### src/rtl/tbdiv_pkg.sv
package tbdiv_pkg;

  typedef enum logic {
    TBD_IDLE = 1'b0,
    TBD_RUN  = 1'b1
  } tbd_state_e;

  typedef struct packed {
    logic half;
    logic longp;
    logic busy;
  } tbd_outs_t;

endpackage

### src/rtl/tbdiv_sync.sv
module tbdiv_sync #(
  parameter int unsigned STAGES = 2
) (
  input  logic clk,
  input  logic rst_n,
  input  logic din,
  output logic level
);

  logic [STAGES-1:0] sr;

  genvar gi;
  generate
    for (gi = 0; gi < STAGES; gi++) begin : g_stage
      if (gi == 0) begin : g_first
        always_ff @(posedge clk or negedge rst_n) begin
          if (!rst_n) sr[0] <= 1'b0;
          else        sr[0] <= din;
        end
      end else begin : g_next
        always_ff @(posedge clk or negedge rst_n) begin
          if (!rst_n) sr[gi] <= 1'b0;
          else        sr[gi] <= sr[gi-1];
        end
      end
    end
  endgenerate

  assign level = sr[STAGES-1];

endmodule

### src/rtl/tbdiv_edge.sv
module tbdiv_edge #(
  parameter bit FALLING = 1'b0
) (
  input  logic clk,
  input  logic rst_n,
  input  logic level,
  output logic pulse
);

  logic prev;

  always_ff @(posedge clk or negedge rst_n) begin
    if (!rst_n) prev <= 1'b0;
    else        prev <= level;
  end

  generate
    if (FALLING) begin : g_fall
      assign pulse = prev & ~level;
    end else begin : g_rise
      assign pulse = level & ~prev;
    end
  endgenerate

endmodule

### src/rtl/tbdiv_core.sv
module tbdiv_core
  import tbdiv_pkg::*;
#(
  parameter int unsigned CNT_W = 8
) (
  input  logic             clk,
  input  logic             rst_n,
  input  logic             trig_rise,
  input  logic             tb_fall,
  input  logic             rst_req,
  input  logic             oneshot,
  output logic [CNT_W-1:0] count,
  output tbd_state_e       state,
  output logic             pulse_done
);

  localparam logic [CNT_W-1:0] HALF_LAST = {1'b0, {(CNT_W-1){1'b1}}};

  function automatic logic [CNT_W-1:0] step(input logic [CNT_W-1:0] c);
    return c + {{(CNT_W-1){1'b0}}, 1'b1};
  endfunction

  logic advance;

  assign advance    = (state == TBD_RUN) && tb_fall && !trig_rise && !rst_req;
  assign pulse_done = advance && oneshot && (count == HALF_LAST);

  always_ff @(posedge clk or negedge rst_n) begin
    if (!rst_n) begin
      state <= TBD_IDLE;
      count <= '0;
    end else if (trig_rise) begin
      state <= TBD_RUN;
      count <= '0;
    end else if (rst_req || pulse_done) begin
      state <= TBD_IDLE;
      count <= '0;
    end else if (advance) begin
      count <= step(count);
    end
  end

endmodule

### src/rtl/tbdiv_timer.sv
module tbdiv_timer
  import tbdiv_pkg::*;
#(
  parameter int unsigned CNT_W     = 8,
  parameter int unsigned SYNC_STGS = 2
) (
  input  logic clk,
  input  logic rst_n,
  input  logic reset_i,
  input  logic trig_i,
  input  logic tb_i,
  input  logic oneshot_i,
  output logic div2_o,
  output logic divn_o,
  output logic busy_o
);

  logic             tb_lvl, trig_lvl, rst_lvl;
  logic             tb_fall, trig_rise, rst_req;
  logic [CNT_W-1:0] count;
  tbd_state_e       state;
  logic             pulse_done;
  tbd_outs_t        outs;

  function automatic tbd_outs_t drive_outs(input tbd_state_e st,
                                           input logic [CNT_W-1:0] c);
    tbd_outs_t o;
    if (st == TBD_RUN) begin
      o.half  = c[0];
      o.longp = c[CNT_W-1];
      o.busy  = 1'b1;
    end else begin
      o.half  = 1'b1;
      o.longp = 1'b1;
      o.busy  = 1'b0;
    end
    return o;
  endfunction

  tbdiv_sync #(.STAGES(SYNC_STGS)) u_sync_tb (
    .clk(clk), .rst_n(rst_n), .din(tb_i), .level(tb_lvl));
  tbdiv_sync #(.STAGES(SYNC_STGS)) u_sync_trig (
    .clk(clk), .rst_n(rst_n), .din(trig_i), .level(trig_lvl));
  tbdiv_sync #(.STAGES(SYNC_STGS)) u_sync_rst (
    .clk(clk), .rst_n(rst_n), .din(reset_i), .level(rst_lvl));

  tbdiv_edge #(.FALLING(1'b1)) u_edge_tb (
    .clk(clk), .rst_n(rst_n), .level(tb_lvl), .pulse(tb_fall));
  tbdiv_edge #(.FALLING(1'b0)) u_edge_trig (
    .clk(clk), .rst_n(rst_n), .level(trig_lvl), .pulse(trig_rise));

  assign rst_req = rst_lvl && !trig_lvl;

  tbdiv_core #(.CNT_W(CNT_W)) u_core (
    .clk(clk), .rst_n(rst_n), .trig_rise(trig_rise), .tb_fall(tb_fall),
    .rst_req(rst_req), .oneshot(oneshot_i), .count(count), .state(state),
    .pulse_done(pulse_done));

  assign outs   = drive_outs(state, count);
  assign div2_o = outs.half;
  assign divn_o = outs.longp;
  assign busy_o = outs.busy;

endmodule

### config.mk
export PLATFORM = sky130hd
export DESIGN_NAME = tbdiv_timer
export DESIGN_NICKNAME = d
export VERILOG_FILES = /design/src/rtl/tbdiv_pkg.sv /design/src/rtl/tbdiv_sync.sv /design/src/rtl/tbdiv_edge.sv /design/src/rtl/tbdiv_core.sv /design/src/rtl/tbdiv_timer.sv
export SDC_FILE = /design/constraint.sdc
export NUM_CORES = 1
export LEC_CHECK = 0
export ABC_AREA = 1
export BUFFER_PORTS_ARGS = -buffer_cell sky130_fd_sc_hd__buf_2
export CAP_MARGIN = 20
export CORE_MARGIN = 5
export CORE_UTILIZATION = 35
export DETAILED_ROUTE_END_ITERATION = 7
export HOLD_SLACK_MARGIN = 0.1
export PLACE_DENSITY_LB_ADDON = 0.05
export SKIP_CTS_REPAIR_TIMING = 1
export SYNTH_ARGS = -nofsm -noshare
export SYNTH_HDL_FRONTEND = slang
export SYNTH_SLANG_ARGS = --single-unit
export TNS_END_PERCENT = 30
### constraint.sdc
create_clock -name clk -period 2.3 [get_ports clk]
set_input_delay 0.46 -clock clk [delete_from_list [all_inputs] [get_ports clk]]
set_output_delay 0.46 -clock clk [all_outputs]
set_load 0.005 [all_outputs]
==> impl_metrics.toml, run 1 <==
[job]
cap_violations = 0

[clocking]
cts_tree = "yes"
clk_pin_slew_ps = 100
cts.sinks = 17
clk_latency_ps = 290
cts_buffer_depth = 2
cts_made_buffers = 3
cts_root_buf = "clkbuf_4"
htree_levels = 1

[cells_and_area]
n_antenna_cell = 0
final_cells = 115
layout_common_cells = "17 x nand2_1, 17 x dfrtp_1, 11 x nor2_1"
nFillCells = 219
final_area_um2 = 832.0
nets = 96
layout-drive-gt1-share_pct = 19.32
syn_to_final_growth_pct = 15.45

[sta]
slew_violations = 0
fmax_ghz = 0.5959
hold_viol = 0
fin_crit_ps = 1678
fin_skew_ps = 5.936
slew_headroom_pct = 74.61
grt_setup_unrepaired = "false"
setup_viol = 0
period_share_pct = 72.96
tightest_slew_ps = 380.8
finalSetupTns_ps = 0

[detailed_routing]
num_vias = 490
drc_errors = 0
wl_per_cell_um = 10.85
wl_mm = 1.248
first_pass_iters = 3
ant_nets = 0
first_iter_violations = 2
detail_route.vias_per_cell = 4.261

[setup_path]
crit_path_end_kind = "primary output"
critical_path_arrival_ps = 1220
crit_path_start_kind = "flip-flop"
crit_type = "reg -> out"
cp.required_ps = 1840
crit_fanout = 5

[synthesis]
avgSynthCellArea_um2 = 9.609
syn_area_um2 = 720.7
syn_inst = 75
netlist.top_cell.by_area = "dfrtp_1"
synth_nets = 82
synth-seq-cells = 17
ys_warn_count = 0
synth_area_leaders = "dfrtp_1 59%, nand2_1 8.9%, xor2_1 6.1%, nor2_1 5.7%, inv_1 5.2%"
synth_cell_types = 16
synthDominantCellAreaShare_pct = 59.03
ys_seq_area_share_pct = 59.03

[placement]
place.gp.congestion = 0.7749
dpl.cell_count = 110
placed_cell_area_um2 = 794.5
dp_hpwl_um = 930.6
io_buffers = 8

[global_routing]
grt_antenna_before_repair = 0
grt_pass1_wl_mm = 2.118
overflow = 0
grt_pass1_vias = 479
grt_use_total_pct = 8.835
grt_max_degree = 18

[power]
p_total_w = 0.0005214
ir_drop_mv = 0.3979
power.density_nw_per_um2 = 626.6
leakage_nw = 0.4114

[outcome]
run_status = "finished clean"

[worst_hold_path]
hp-class = "in -> reg"

[floorplanning]
fp.dieH_um = 55.38
num_rows = 16
io_pins = 9
start_util_pct = 36.73
die_w_um = 55.38
die_area_um2 = 3066
core_um2 = 1962
## synthesized netlist by cell type (all sizes together)
cell   count
nor3       2
nand2     18
ha         1
inv       10
dfrtp     17
a21oi      1
nor2      13
nand4      2
xor2       5
a31oi      1
nand3      4
or2        1
## report_power, final
group	leakage (nW)	switching (W)	total, W	internal, W
sequential	0.216	0.00000961	0.000320	0.000310
clock	0.0177	0.0000946	0.000159	0.0000646
combinational	0.177	0.0000252	0.0000426	0.0000174
## critical path, cell delays in order (launching register included)
cell     delay (ps)
dfrtp_1         480
inv_1            50
or2_2           270
buf_2           130
## layer usage
layer | up-vias | global-route usage [%] | share of wire (%)
li1 | 258 | - | -
met1 | 223 | 12.23 | 50
met2 | 7 | 11.49 | 44
met3 | 2 | 2.564 | 4.2
met4 | 0 | 6.250 | 0.96
met5 | - | 0 | 0
## cells by family (layout without fill, tap and decap cells)
kind of cell	Yosys count	count (layout)	share of synthesized area [%]
flops	17	17	59.03
xor+xnor	5	5	6.076
buf+inv	10	23	5.209
fa+ha+maj	1	1	1.736
compound gates	2	2	1.562
simple gates	40	40	26.39
## per-stage QoR
stage | worst slack [ps] | utilization (%) | hold WS [ps]
finish | 621.9 | 42.41 | 267.1
global route | 546.9 | 42.41 | 251.5
CTS | 598.2 | 41.90 | 73.42
detailed placement | 940.1 | 40.50 | 336.4
global placement | 940.6 | 40.50 | 332.3
floorplan | 1095 | - | 164.4
## worst paths after layout
path,slack (ps),depth (start not counted),endpoint,from
min in group asynchronous,610,2,u_sync_tb.level,rst_n
worst min register to register,360,0,u_sync_rst.level,u_sync_rst.sr[0]
worst max-delay path,620,3,div2_o,u_core.state
worst min-delay path,270,1,u_sync_trig.sr[0],trig_i
worst max register to register,920,6,u_core.count[4],u_core.count[0]
max in group asynchronous,1410,2,u_core.count[7],rst_n
## sequential cells by signal (all words and copies together), names as in the netlist
register	cells
u_edge_tb.prev	1
u_sync_tb.sr	1
u_sync_rst.sr	1
u_sync_tb.level	1
u_sync_trig.level	1
u_sync_rst.level	1
u_core.count	8
u_edge_trig.prev	1
u_sync_trig.sr	1
u_core.state	1
## final cells by class
type                            count  area [µm²]  area share (%)
Multi-Input combinational cell     48       257.7           30.98
Clock buffer                        3       22.52           2.707
Tap cell                           27       33.78           4.060
Sequential cell                    17       425.4           51.13
Timing Repair Buffer                9       50.05           6.015
Clock inverter                      1       5.005          0.6015
Inverter                           10       37.54           4.511
(Power assumes the default switching activity.)
==> inputs of run 2 (changes only) <==
Settings changed: ABC_AREA 1 to 0.
Clock period 2.3 ns to 1.4 ns, I/O delays scaled along.
==> run 2 against run 1 <==
Effect of this change: clock-buffer cell count is the same; critical path type unchanged; non-clock buffer count grew 7; routed wire length grew 0.40%; the run now ends with setup timing left; clock power grew 64%.
==> impl_metrics.toml, run 2 <==
[outcome]
run_status = "finished, violations left"
violations = "setup timing"

[sta]
worst_slack_ps = -23.00
tightest_slew_ps = 381.5
slew_violations = 0
period_share_pct = 101.6
hold_viol = 0
slew_headroom_pct = 74.56
grt_setup_unrepaired = "true"
setup_viol = 1
whs_ps = 358.4
fin_crit_ps = 1423
finalSetupTns_ps = -23.00
fin_skew_ps = 1.420
fmax_ghz = 0.7027

[synthesis]
synthDominantCellAreaShare_pct = 59.13
synth_area_leaders = "dfrtp_1 59%, nor2_1 4.2%, xnor2_1 3.7%, nand2_1 3.1%, nand3b_4 2.8%"
synth_flop_cell = "dfrtp_1"
synth-seq-cells = 17
synth_cell_types = 25
syn_area_um2 = 719.4
async_flop_share_pct = 100.0
yosys-top-cells-count = "17 x dfrtp_1, 8 x nor2_1, 6 x nand2_1"
netlist.top_cell.by_area = "dfrtp_1"
ys_seq_area_share_pct = 59.13
synth_nets = 69
ys_warn_count = 0
syn_inst = 62
avgSynthCellArea_um2 = 11.60
synth_edf_count = 0
synth_most_common_cell = "dfrtp_1"

[clocking]
cts_root_buf = "clkbuf_4"
cts.sinks = 17
cts_made_buffers = 3
cts_tree = "yes"
cts_buffer_depth = 2
clk_pin_slew_ps = 100
clk_latency_ps = 280
htree_levels = 1

[worst_hold_path]
min_path_cells = 0
hp-class = "reg -> reg"

[detailed_routing]
drc_errors = 0
first_pass_iters = 4
wl_mm = 1.253
detail_route.vias_per_cell = 4.661
ant_nets = 0
num_vias = 508
first_iter_violations = 5
wl_per_cell_um = 11.50

[global_routing]
grt_max_degree = 18
grt_use_total_pct = 9.417
overflow = 0
grt_antenna_before_repair = 0
grt_pass1_wl_mm = 2.318
grt_pass1_vias = 531

[floorplanning]
num_rows = 16
start_util_pct = 36.67
core_um2 = 1962
die_area_um2 = 3063
die_w_um = 55.34
fp.dieH_um = 55.34
io_pins = 9

[cells_and_area]
largest-register = "u_core.count"
largest_register_ffs = 8
syn_to_final_growth_pct = 26.61
final_common_cell = "dfrtp_1"
nets = 90
final_area_um2 = 910.9
nFillCells = 201
n_antenna_cell = 0
multi_input_area_um2 = 301.5
layout-drive-gt1-share_pct = 31.71
layout_common_cells = "16 x dfrtp_1, 8 x nor2_1, 8 x buf_2"
seqCellArea_um2 = 426.7

[placement]
dp_hpwl_um = 911.7
io_buffers = 8
place.gp.congestion = 0.7368
placed_cell_area_um2 = 815.8

[setup_path]
cp.required_ps = 1120
crit_fanout = 3
rr_worst_depth = 5
crit_path_start_kind = "flip-flop"
crit_type = "reg -> out"
critical_path_arrival_ps = 1140
crit_path_end_kind = "primary output"

[power]
leakage_nw = 0.4131
ir_drop_mv = 0.5333
power.density_nw_per_um2 = 944.3

[job]
cap_violations = 0
==> run 2: metal layers <==
layer	global-route usage (%)	vias up	wire, µm	part of all wire [%]
met5	0	-	0	0
met3	2.098	2	38	3.0
met2	15.37	8	640	51
li1	-	251	-	-
met4	4.167	0	8	0.64
met1	11.80	247	567	45
==> run 2: final cells by class <==
type	instances	share of cell area [%]
flip-flops and latches	17	46.84
multi-input cells	43	33.10
repair buffers	16	12.50
well taps	27	3.709
clock buffers	3	2.473
inverters	2	0.8242
clock inverters	1	0.5495
==> run 2: final timing paths <==
path                                 start              end  slack [ps]
setup reg to reg           u_core.count[1]  u_core.count[1]          90
max in group asynchronous            rst_n     u_core.state         670
min in group asynchronous            rst_n  u_core.count[1]         430
hold reg to reg            u_sync_tb.sr[0]  u_sync_tb.level         360
setup / recovery           u_core.count[0]           div2_o         -20
hold / removal             u_sync_tb.sr[0]  u_sync_tb.level         360
==> run 2: power by group <==
part	internal [W]	leakage, nW	switching, W
Combinational	0.0000415	0.179	0.0000390
Sequential	0.000507	0.216	0.0000124
Clock	0.000106	0.0177	0.000154
Total	0.000655	0.413	0.000205
==> run 2: logic make-up after synthesis <==
kind of cell | share of synthesized area [%]
and+or+nand+nor | 25.91
DFF | 59.13
AOI/OAI and AO/OA | 4.697
xor gates and xnor gates | 6.088
buffers and inverters | 1.044
muxes | 1.391
adders and majority gates | 1.739
==> run 2: critical path, stage by stage, from the launching register on <==
cell     delay, ps
dfrtp_1        410
buf_6          120
or2b_1         200
buf_2          120
==> run 2: stage by stage <==
| step | utilization (%) | total power (W) | setup slack, ps | cells |
|---|---|---|---|---|
| 6_report | 46.43 | 0.0008602 | -23.00 | 109 |
| 5_1_grt | 46.43 | 0.0009164 | -73.63 | 109 |
| 4_1_cts | 42.98 | 0.0008578 | -53.12 | 104 |
| 3_5_place_dp | 41.58 | 0.0005945 | 80.32 | 100 |
| 3_3_place_gp | 41.58 | 0.0005967 | 20.41 | 100 |
| 2_1_floorplan | - | 0.0005555 | 88.78 | 62 |
